<file path="config.mk">
export PLATFORM = sky130hd
export DESIGN_NAME = vc_link_mux
export DESIGN_NICKNAME = d
export VERILOG_FILES = /design/src/rtl/vclink_pkg.sv /design/src/rtl/vc_tx_arb.sv /design/src/rtl/vc_rx_steer.sv /design/src/rtl/vc_link_mux.sv
export SDC_FILE = /design/constraint.sdc
export NUM_CORES = 1
export LEC_CHECK = 0
export ABC_AREA = 0
export BUFFER_PORTS_ARGS = -buffer_cell sky130_fd_sc_hd__buf_2
export CAP_MARGIN = 30
export CORE_UTILIZATION = 41
export CTS_BUF_LIST = sky130_fd_sc_hd__clkbuf_16
export DETAILED_ROUTE_END_ITERATION = 12
export GPL_TIMING_DRIVEN = 1
export PLACE_DENSITY = 0.88
export SYNTH_ARGS = -nofsm -noshare
export SYNTH_HDL_FRONTEND = slang
export SYNTH_SLANG_ARGS = --single-unit
</file>
<file path="constraint.sdc">
create_clock -name clk -period 2.2 [get_ports clk]
set_clock_uncertainty 0.15 [all_clocks]
set_input_delay 0.22 -clock clk [delete_from_list [all_inputs] [get_ports clk]]
set_output_delay 0.22 -clock clk [all_outputs]
set_load 0.005 [all_outputs]
</file>
<file path="src/rtl/vclink_pkg.sv">
package vclink_pkg;
  typedef enum logic [1:0] {
    RX_IDLE  = 2'd0,
    RX_PEEK  = 2'd1,
    RX_FLUSH = 2'd2,
    RX_PASS  = 2'd3
  } rx_state_e;
endpackage

</file>
<file path="src/rtl/vc_tx_arb.sv">
module vc_tx_arb #(
  parameter int NCH = 2,
  parameter int W   = 8
) (
  input  logic             clk,
  input  logic             rst_n,
  input  logic [NCH-1:0]   src_valid,
  input  logic [NCH*W-1:0] src_data,
  input  logic [NCH-1:0]   src_last,
  output logic [NCH-1:0]   src_ready,
  output logic             lnk_valid,
  output logic [W-1:0]     lnk_data,
  output logic             lnk_last,
  input  logic             lnk_ready
);
  localparam int IW = (NCH > 1) ? $clog2(NCH) : 1;

  logic          busy;
  logic [IW-1:0] owner;
  logic [IW-1:0] pick;
  logic [IW-1:0] sel;
  logic          fire;

  // lowest index wins: scan from the top so the last hit is the smallest
  always_comb begin
    pick = '0;
    for (int i = NCH - 1; i >= 0; i--) begin
      if (src_valid[i]) pick = IW'(i);
    end
  end

  always_comb begin
    sel       = busy ? owner : pick;
    lnk_valid = src_valid[sel];
    lnk_data  = src_data[sel*W +: W];
    lnk_last  = src_last[sel];
    src_ready = '0;
    src_ready[sel] = lnk_ready;
  end

  assign fire = lnk_valid && lnk_ready;

  always_ff @(posedge clk) begin
    if (!rst_n) begin
      busy  <= 1'b0;
      owner <= '0;
    end else if (fire) begin
      busy  <= !lnk_last;
      owner <= sel;
    end
  end


  tx_onehot_chk: assert property (@(posedge clk) disable iff (!rst_n)
    $onehot0(src_ready));


  tx_prio_chk: assert property (@(posedge clk) disable iff (!rst_n)
    (!busy && src_valid[0]) |-> !src_ready[NCH-1]);


  tx_keep_chk: assert property (@(posedge clk) disable iff (!rst_n)
    (fire && !lnk_last) |=> (busy && owner == $past(sel)));


  tx_hold_chk: assert property (@(posedge clk) disable iff (!rst_n)
    (busy && lnk_valid && !lnk_ready) |=>
      (lnk_valid && $stable(lnk_data) && $stable(lnk_last)));
endmodule

</file>
<file path="src/rtl/vc_rx_steer.sv">
module vc_rx_steer
  import vclink_pkg::*;
#(
  parameter int W = 8
) (
  input  logic           clk,
  input  logic           rst_n,
  input  logic [W-1:0]   cfg_pid,
  input  logic           in_valid,
  input  logic [W-1:0]   in_data,
  input  logic           in_last,
  output logic           in_ready,
  output logic [1:0]     out_valid,
  output logic [2*W-1:0] out_data,
  output logic [1:0]     out_last,
  input  logic [1:0]     out_ready
);
  rx_state_e    st;
  logic [W-1:0] hold_d;
  logic         hold_l;
  logic         dest;
  logic [W-1:0] cur_d;
  logic         cur_l;

  always_comb begin
    in_ready  = 1'b0;
    out_valid = 2'b00;
    cur_d     = hold_d;
    cur_l     = hold_l;
    unique case (st)
      RX_IDLE:  in_ready = 1'b1;
      RX_PEEK:  in_ready = 1'b0;
      RX_FLUSH: out_valid[dest] = 1'b1;
      RX_PASS: begin
        out_valid[dest] = in_valid;
        in_ready        = out_ready[dest];
        cur_d           = in_data;
        cur_l           = in_last;
      end
      default: in_ready = 1'b0;
    endcase
    out_data = {2{cur_d}};
    out_last = {2{cur_l}};
  end

  always_ff @(posedge clk) begin
    if (!rst_n) begin
      st     <= RX_IDLE;
      hold_d <= '0;
      hold_l <= 1'b0;
      dest   <= 1'b0;
    end else begin
      unique case (st)
        RX_IDLE: if (in_valid) begin
          hold_d <= in_data;
          hold_l <= in_last;
          if (in_last) begin
            dest <= 1'b0;
            st   <= RX_FLUSH;
          end else begin
            st <= RX_PEEK;
          end
        end
        RX_PEEK: if (in_valid) begin
          dest <= (in_data == cfg_pid);
          st   <= RX_FLUSH;
        end
        RX_FLUSH: if (out_ready[dest]) st <= hold_l ? RX_IDLE : RX_PASS;
        RX_PASS: if (in_valid && out_ready[dest] && in_last) st <= RX_IDLE;
        default: st <= RX_IDLE;
      endcase
    end
  end


  rx_onehot_chk: assert property (@(posedge clk) disable iff (!rst_n)
    $onehot0(out_valid));


  rx_hold0_chk: assert property (@(posedge clk) disable iff (!rst_n)
    (out_valid[0] && !out_ready[0]) |=>
      (out_valid[0] && $stable(out_data[W-1:0]) && $stable(out_last[0])));


  rx_hold1_chk: assert property (@(posedge clk) disable iff (!rst_n)
    (out_valid[1] && !out_ready[1]) |=>
      (out_valid[1] && $stable(out_data[2*W-1:W]) && $stable(out_last[1])));


  rx_short_chk: assert property (@(posedge clk) disable iff (!rst_n)
    (st == RX_IDLE && in_valid && in_last) |=> (out_valid[0] && out_last[0]));
endmodule

</file>
<file path="src/rtl/vc_link_mux.sv">
module vc_link_mux #(
  parameter int W = 8
) (
  input  logic           clk,
  input  logic           rst_n,
  input  logic [1:0]     tx_valid,
  input  logic [2*W-1:0] tx_data,
  input  logic [1:0]     tx_last,
  output logic [1:0]     tx_ready,
  output logic           link_tx_valid,
  output logic [W-1:0]   link_tx_data,
  output logic           link_tx_last,
  input  logic           link_tx_ready,
  input  logic           link_rx_valid,
  input  logic [W-1:0]   link_rx_data,
  input  logic           link_rx_last,
  output logic           link_rx_ready,
  input  logic [W-1:0]   cfg_vc_pid,
  output logic [1:0]     rx_ch_valid,
  output logic [2*W-1:0] rx_ch_data,
  output logic [1:0]     rx_ch_last,
  input  logic [1:0]     rx_ch_ready
);
  vc_tx_arb #(.NCH(2), .W(W)) u_arb (
    .clk       (clk),
    .rst_n     (rst_n),
    .src_valid (tx_valid),
    .src_data  (tx_data),
    .src_last  (tx_last),
    .src_ready (tx_ready),
    .lnk_valid (link_tx_valid),
    .lnk_data  (link_tx_data),
    .lnk_last  (link_tx_last),
    .lnk_ready (link_tx_ready)
  );

  vc_rx_steer #(.W(W)) u_steer (
    .clk       (clk),
    .rst_n     (rst_n),
    .cfg_pid   (cfg_vc_pid),
    .in_valid  (link_rx_valid),
    .in_data   (link_rx_data),
    .in_last   (link_rx_last),
    .in_ready  (link_rx_ready),
    .out_valid (rx_ch_valid),
    .out_data  (rx_ch_data),
    .out_last  (rx_ch_last),
    .out_ready (rx_ch_ready)
  );
endmodule

</file>
# Word level (Yosys, flattened, before mapping)
# Cells that the tools add are included.
[totals]
register_bits = 14
latchBits = 0
ram_bits = 0
mem_bits_ro = 0
inputBits = 43
output_inout_bits = 33
n_memories = 0
[op_classes]
addsub = 0
mul = 0
div_mod_pow = 0
magnitude_cmp = 4
n_eq_ne = 9
shift = 1
muxes = 28
n_bitwise = 2
reduce_logical = 11
[ops]
columns = ["cell", "count"]
rows = [
  ["$shiftx A16 B5 Y8", 1],
  ["$mux W1", 15],
  ["$mux W2", 6],
  ["$eq A8 B8 Y1", 1],
  ["$mux W8", 1],
  ["$pmux W2 S4", 1],
  ["$reduce_and A4 Y1", 2],
  ["$ne A2 B2 Y1 const B", 3],
  ["$logic_and A1 B1 Y1", 5],
  ["$and A2 B2 Y2", 2],
  ["$eq A2 B2 Y1 const B", 2],
  ["$lt A1 B2 Y1 const B", 2],
  ["$ne A2 B1 Y1 const B", 2],
  ["$pmux W1 S2", 2],
  ["$pmux W2 S2", 1],
  ["$demux W1 S1", 2],
  ["$eq A2 B1 Y1 const B", 1],
  ["$ge A1 B1 Y1 const B", 2],
  ["$logic_not A2 Y1", 1],
  ["$reduce_and A2 Y1", 1],
  ["$reduce_bool A2 Y1", 1],
  ["$logic_not A1 Y1", 1],
]

# Longest topological paths before layout
# Gate-level depths: netlist of run 1.
[depth]
word_depth = 8
depth_mapped = 7

# By module
# A second synthesis of run 1 with hierarchy kept.
[unflattened]
cells_unflattened = 137
hier_area_um2 = 1176.1
[by_module_without_submodules]
columns = ["mod", "instances", "cells_per_inst", "area_each_um2", "seq_area_each_um2"]
rows = [
  ["vc_rx_steer", 1, 107, 925.9, 240.2],
  ["vc_tx_arb", 1, 30, 250.2, 40.0],
]

# Least setup slack after synthesis of run 1
# OpenSTA, ideal clock, no wires.
[synth_timing]
path_kind = "register -> register"
from = "register u_steer.st[0]"
to = "register u_steer.dest"
t_arrival_ns = 1.566
required_ns = 1.981
path_slack_ns = 0.415
stages_incl_launch_ff = 8
n_path_buf = 1
synth_period_minus_slack_ns = 1.785
path_cell_list = "dfxtp_1 -> inv_1 -> ha_1 -> buf_4 -> mux2_1 -> nand2_1 -> or4_1 -> o21ai_1"
[synth_via]
elab_chain_cells = 3
[synth_rtl]
columns = ["element", "line_no", "text"]
rows = [
  ["start: declaration", "vc_rx_steer.sv:18", "rx_state_e st;"],
  ["start signal: assignment", "vc_rx_steer.sv:68", "RX_FLUSH: if (out_ready[dest]) st <= hold_l ? RX_IDLE : RX_PASS;"],
  ["$eq A2 B1 Y1 / $logic_not A2 Y1 (equally long branches)", "vc_rx_steer.sv:53", "unique case (st)"],
  ["$ne A2 B2 Y1 (no line) / $reduce_bool A2 Y1 (equally long branches)", "--", ""],
  ["$reduce_and A4 Y1 (no line)", "--", ""],
  ["end signal: assignment", "vc_rx_steer.sv:65", "dest <= (in_data == cfg_pid);"],
  ["end: declaration", "vc_rx_steer.sv:21", "logic dest;"],
]
# Several ways; a longest one is shown, not always the timed one.
# A chain may end at the register's enable or synchronous reset.

# Final worst setup path of run 1
[layout_timing]
from = "register u_steer.st[1]"
to = "output rx_ch_data[2]"
[layout_via]
elab_chain_cells = 2
[layout_rtl]
columns = ["element", "line_no", "text"]
rows = [
  ["$eq A2 B2 Y1", "vc_rx_steer.sv:30", "unique case (st)"],
  ["$mux W8", "vc_rx_steer.sv:30", ""],
  ["end: declaration", "vc_link_mux.sv:20", "output logic [2*W-1:0] rx_ch_data,"],
]
# No other way between the ends.

==> results.json, run 1 <==
{
  "initial_core_util_pct": 43.5,
  "worst_pin_slew_ps": 552,
  "grt_usage_pct": 21.0,
  "holdPathStages": 2,
  "grt_pass1_wl_um": 4320,
  "finalPower_mw": 1.37,
  "timing.slew.headroom_pct": 63.2,
  "die_x_um": 53.5,
  "wirelength_um": 2900,
  "route.detailed.drc": 0,
  "tritoncts": "yes",
  "critPathMaxFanout": 13,
  "hp-class": "input port to flop",
  "crit_chain": "ha_1, mux2_2, buf_2",
  "hold_viol": 0,
  "io_buffers": 75,
  "fin_nets": 244,
  "cts_buffers": 3,
  "p_clk_share_pct": 25.0,
  "ff2ff_path_depth": 6,
  "dp_hpwl_um": 2240,
  "powerDensity_nw_per_um2": 922,
  "vias": 1186,
  "fin_util_pct": 59.5,
  "routedWlPerCell_um": 12.9,
  "start_kind": "flop",
  "place_congestion": 0.839,
  "p_sw_share_pct": 36.4,
  "pin_count": 76,
  "syn-num-nets": 178,
  "clock_path_buffers": 2,
  "path_clk_slew_ps": 50,
  "post-cts-setup-buffer-count": 0,
  "max_stage_delay_ps": 530,
  "cap_violations": 0,
  "dr.pass1.iters": 4,
  "finalSetupTns_ps": 0,
  "core_area_um2": 2500,
  "slew_viol_final": 0,
  "crit_path_end_kind": "output port",
  "clk_latency_ps": 250,
  "ant_nets": 0,
  "post-route-period-util_pct": 93.5,
  "vias_per_cell": 5.27,
  "cp_slowest_cell": "ha_1",
  "power.internal_mw": 0.873,
  "yosysUniqueCellTypes": 32,
  "syn_avg_cell_area_um2": 8.30,
  "finalSetupViolations": 0,
  "critPathArrivalTime_ps": 1690,
  "die-area_um2": 2860,
  "overflow": 0,
  "ys_ff_latch": 14,
  "grt_max_degree": 15,
  "grt_pass1_vias": 983,
  "cp.required_ps": 1830,
  "min_period_ps": 2060,
  "ir_worst_vdd_mv": 0.854,
  "drt_iter0_markers": 16,
  "areaGrowthSynthToFinish_pct": 36.8,
  "p_sw_mw": 0.499,
  "path_class": "flop to output port",
  "synthCells": 131,
  "antennaDiodeCount": 0,
  "die_y_um": 53.5,
  "fmax_mhz": 486,
  "p_leak_nw": 0.752,
  "comb_power_share_pct": 50.1,
  "h-tree-depth": 1,
  "cts-root-buf": "clkbuf_16",
  "grt_antenna_before_repair": 0,
  "rows": 18,
  "run_status": "completed",
  "drive_gt1_share_pct": 52.3,
  "ctsResizeCount": 0,
  "synth_seq_area_share_pct": 25.8,
  "ys_warn_count": 0,
  "cts_sinks": 14,
  "rsz0062_at_grt": "no",
  "cts_hold_buffers": 0,
  "seqPwrFrac_pct": 24.9,
  "netlist_area_um2": 1090
}
## metrics by stage
stage	std cells	hold slack [ps]	worst slack, ps	area [um^2]
after floorplan	131	186	415	1090
after global placement	222	294	397	1410
after detailed placement	222	299	348	1410
after CTS	225	55.0	135	1490
after global routing	225	78.1	20.0	1490
final	225	55.6	143	1490
## layer usage
layer | part of all wire [%] | global-route usage, % | vias up
met5 | 0 | 0 | -
met4 | 1.4 | 3.51 | 0
met3 | 8.7 | 6.61 | 8
met2 | 50 | 37.3 | 80
met1 | 40 | 24.4 | 524
li1 | - | - | 574
## synth_stat cells
cell type	n	area (um^2)
nor2_1	6	22.5
nor4_1	1	6.26
buf_1	1	3.75
a31oi_1	1	6.26
mux2_2	20	225
o211ai_1	1	7.51
a21oi_1	13	65.1
xor2_1	7	61.3
o41ai_1	1	8.76
a21bo_2	1	10.0
or4_1	1	7.51
mux2_1	1	11.3
inv_1	6	22.5
nand4_1	1	6.26
nand2_1	13	48.8
a311oi_1	1	8.76
nor2b_1	2	12.5
nor3b_1	1	7.51
o21ai_0	2	10.0
xnor2_1	1	8.76
buf_2	1	5.00
nand3_1	11	55.1
or2_2	1	6.26
buf_4	11	82.6
clkbuf_1	3	11.3
o21ai_1	1	5.00
dfxtp_1	14	280
and2_1	1	6.26
o311a_1	1	10.0
ha_1	4	50.1
o221ai_1	1	8.76
nand2b_1	1	6.26
## flip-flops by register name, summed over array words and instances, names as in the netlist
| name | cells |
|---|---|
| u_steer.dest | 1 |
| u_arb.busy | 1 |
| u_steer.hold_d | 8 |
| u_steer.st | 2 |
| u_steer.hold_l | 1 |
| u_arb.owner | 1 |
## layout by cell type (no fill, tap or decap)
cell	Yosys	routed
o41ai_1	1	1
nor2b_1	2	2
nand2_1	13	13
ha_1	4	4
a21oi_1	13	13
a21bo_2	1	1
nor2_1	6	6
inv_1	6	6
a311oi_1	1	1
a31oi_1	1	1
buf_4	11	2
nor4_1	1	1
mux2_2	20	20
o21ai_1	1	1
or4_1	1	1
dfxtp_1	14	14
buf_2	1	75
o221ai_1	1	1
nand4_1	1	1
mux2_1	1	1
o311a_1	1	1
o21ai_0	2	2
nor3b_1	1	1
clkbuf_16	0	3
and2_1	1	1
nand3_1	11	11
o211ai_1	1	1
nand2b_1	1	1
xnor2_1	1	1
xor2_1	7	7
or2_2	1	1
## final timing paths
check	startpoint	end	slack [ps]
worst min register to register	u_steer.hold_d[5]	u_steer.hold_d[5]	310
worst max register to register	u_steer.st[1]	u_steer.dest	320
worst min-delay path	tx_valid[0]	u_arb.owner	60
worst max-delay path	u_steer.st[1]	rx_ch_data[2]	140
## cells by family (layout without fill, tap and decap cells)
| logic type | after synthesis | in the layout | share of synthesized area, % |
|---|---|---|---|
| AOI/OAI and AO/OA | 23 | 23 | 12.9 |
| xor gates and xnor gates | 8 | 8 | 6.44 |
| adders and majority gates | 4 | 4 | 4.60 |
| buffers and inverters | 22 | 86 | 11.5 |
| DFF | 14 | 14 | 25.8 |
| muxes | 21 | 21 | 21.7 |
| and+or+nand+nor | 39 | 39 | 17.0 |
## worst max-delay path: cells and delay by family, from the launching register on
family | cells | cell delay (ps)
buf+inv | 1 | 130
flops | 1 | 370
fa+ha+maj | 1 | 530
mux | 1 | 410
## final cells by class
class                   instances  area (um^2)
fillers                       213         1010
multi-input cells              95          682
inverters                       6         22.5
repair buffers                 77          390
clock buffers                   3         75.1
well taps                      30         37.5
flip-flops and latches         14          280
## power by group through the flow
stage	Clock, mW	Combinational [mW]	Sequential [mW]
2_1_floorplan	0	0.499	0.336
3_3_place_gp	0	0.668	0.342
4_1_cts	0.350	0.680	0.341
6_report	0.343	0.687	0.342
5_1_grt	0.362	0.767	0.349
3_5_place_dp	0	0.674	0.346
(Power assumes the default switching activity.)
==> run 2: changes to the inputs <==
Settings changed: SETUP_SLACK_MARGIN set to 0.3.
Clock period 2.2 ns to 2.12 ns, I/O delays scaled along.
==> run 2 against run 1 <==
Global-route usage down 1.8 points. Critical path type unchanged. Combinational power grew 10%. Clock-buffer cell count unchanged. Critical endpoint is now link_tx_data[1]. Sequential power is 9.4% higher. Register-to-register slack improved by 70 ps. Via count down 2.4%. Cell area rose by 3.9%. Non-clock buffer count rose by 1. Clock power is 2% higher. Setup slack better by 210 ps. First-iteration DRC count grew 25%. Sequential cell count is the same.
==> results.json, run 2 (synthesized netlist as in run 1, its figures left out) <==
{
  "run_status": "completed",
  "finalSetupViolations": 0,
  "overflow": 0,
  "worstHoldEndpoint": "u_arb.owner",
  "initial_core_util_pct": 43.5,
  "cts_buffers": 3,
  "hold_slack_ps": 63.3,
  "grt_antenna_before_repair": 0,
  "power.internal_mw": 0.951,
  "min_period_ps": 1770,
  "clock_path_buffers": 2,
  "powerDensity_nw_per_um2": 958,
  "holdPathStages": 2,
  "p_clk_share_pct": 23.6,
  "largest_reg_flops": 8,
  "cts_hold_buffers": 0,
  "ir_worst_vdd_mv": 0.822,
  "comb_power_share_pct": 51.1,
  "hp-class": "input port to flop",
  "cap_violations": 0,
  "pin_count": 76,
  "grt_max_degree": 15,
  "worst_pin_slew_ps": 351,
  "vias_per_cell": 5.12,
  "fmax_mhz": 565,
  "clk_latency_ps": 240,
  "dp_hpwl_um": 2230,
  "dpl.cell_count": 222,
  "areaGrowthSynthToFinish_pct": 42.1,
  "path_clk_slew_ps": 40,
  "seqPwrFrac_pct": 25.3,
  "vias": 1158,
  "cts-root-buf": "clkbuf_16",
  "h-tree-depth": 1,
  "finalSetupTns_ps": 0,
  "cp_slowest_cell": "dfxtp_4",
  "slew_viol_final": 0,
  "route.detailed.drc": 0,
  "die-area_um2": 2860,
  "fin_cells": 226,
  "tritoncts": "yes",
  "grt_pass1_vias": 956,
  "dpl_cell_area_um2": 1410,
  "top_register": "u_steer.hold_d",
  "cp.required_ps": 1760,
  "fillers": 204,
  "final_common_cell": "buf_2",
  "holdCritStartpoint": "tx_valid[0]",
  "io_buffers": 75,
  "fin_area_um2": 1550,
  "p_sw_share_pct": 35.8,
  "crit_path_end_kind": "output port",
  "grt_usage_pct": 19.1,
  "critPathArrivalTime_ps": 1410,
  "crit_chain": "nor3b_2, a21oi_2, buf_4, mux2_2, buf_2",
  "core_area_um2": 2500,
  "p_sw_mw": 0.530,
  "path_class": "flop to output port",
  "post-cts-setup-buffer-count": 0,
  "critPathMaxFanout": 5,
  "r2r_end": "u_steer.dest",
  "dr.pass1.iters": 4,
  "die_y_um": 53.5,
  "top_regs": "u_steer.hold_d (8), u_steer.st (2)",
  "rsz0062_at_grt": "yes",
  "wirelength_um": 2750,
  "post-route-period-util_pct": 83.4,
  "drive_gt1_share_pct": 56.6,
  "antennaDiodeCount": 0,
  "cts_sinks": 14,
  "ant_nets": 0,
  "ff2ff_path_depth": 6,
  "reg2reg_setup_slack_ps": 390,
  "r2r-start": "u_steer.st[1]",
  "drt_iter0_markers": 20,
  "grt_pass1_wl_um": 3960,
  "start_kind": "flop",
  "routedWlPerCell_um": 12.2,
  "layout_common_cells": "buf_2 (75), mux2_2 (19), nand2_1 (13)",
  "rows": 18,
  "max_stage_delay_ps": 360,
  "timing.slew.headroom_pct": 76.6,
  "finalPower_mw": 1.48,
  "fin_nets": 245,
  "place_congestion": 0.827,
  "die_x_um": 53.5,
  "p_leak_nw": 0.767,
  "hold_viol": 0
}
[run 2: area by class of cell]
cell class	instances	area (um^2)	share of cell area (%)
multi-input combinational	95	719	46.6
timing repair buffer	78	402	26.0
sequential	14	289	18.7
clock buffer	3	75.1	4.86
tap	30	37.5	2.43
inverter	6	22.5	1.46
[run 2: per-layer routing]
layer  track usage (%)  wire length, um  part of all wire, %
met2              35.6             1420                   52
met1              22.0             1130                   41
met5                 0                0                    0
met3              4.60              200                  7.3
met4              2.63                0                    0
[run 2: critical path: cells and delay by family, from the launching register on]
| family | cells | cell delay [ps] |
|---|---|---|
| flip-flops | 1 | 360 |
| buffers and inverters | 2 | 290 |
| AND/OR/NAND/NOR | 1 | 50 |
| AO/OA/AOI/OAI | 1 | 140 |
| multiplexers | 1 | 330 |
[run 2: how the worst max path moves through the flow]
stage                  start               to  slack [ps]  cells after the start
6_report          u_arb.busy  link_tx_data[1]         350                      5
5_1_grt           u_arb.busy  link_tx_data[3]         290                      5
4_1_cts        u_steer.st[1]   rx_ch_data[11]         260                      3
3_5_place_dp   u_steer.st[0]     u_steer.dest         240                      6
3_3_place_gp   u_steer.st[0]     u_steer.dest         320                      6
2_1_floorplan  u_steer.st[0]     u_steer.dest         340                      7
[run 2: power groups by stage]
| stage | Combinational [mW] | Sequential [mW] | Clock (mW) |
|---|---|---|---|
| final | 0.757 | 0.374 | 0.350 |
| after global routing | 0.848 | 0.381 | 0.370 |
| after CTS | 0.744 | 0.356 | 0.356 |
| after detailed placement | 0.703 | 0.358 | 0 |
| after global placement | 0.694 | 0.356 | 0 |
| after floorplan | 0.518 | 0.349 | 0 |
[run 2: repair_timing]
item / in CTS / in global routing
gates cloned: 1 / 0
pin swaps: 0 / 2
resized for setup: 9 / 8
endpoints found under the setup margin: 31 / 25
[run 2: per-stage QoR]
stage          setup WS, ps  util (%)
6_report                351      61.8
5_1_grt                 295      61.8
4_1_cts                 255      60.9
3_5_place_dp            241      56.5
3_3_place_gp            315      56.5
2_1_floorplan           335         -
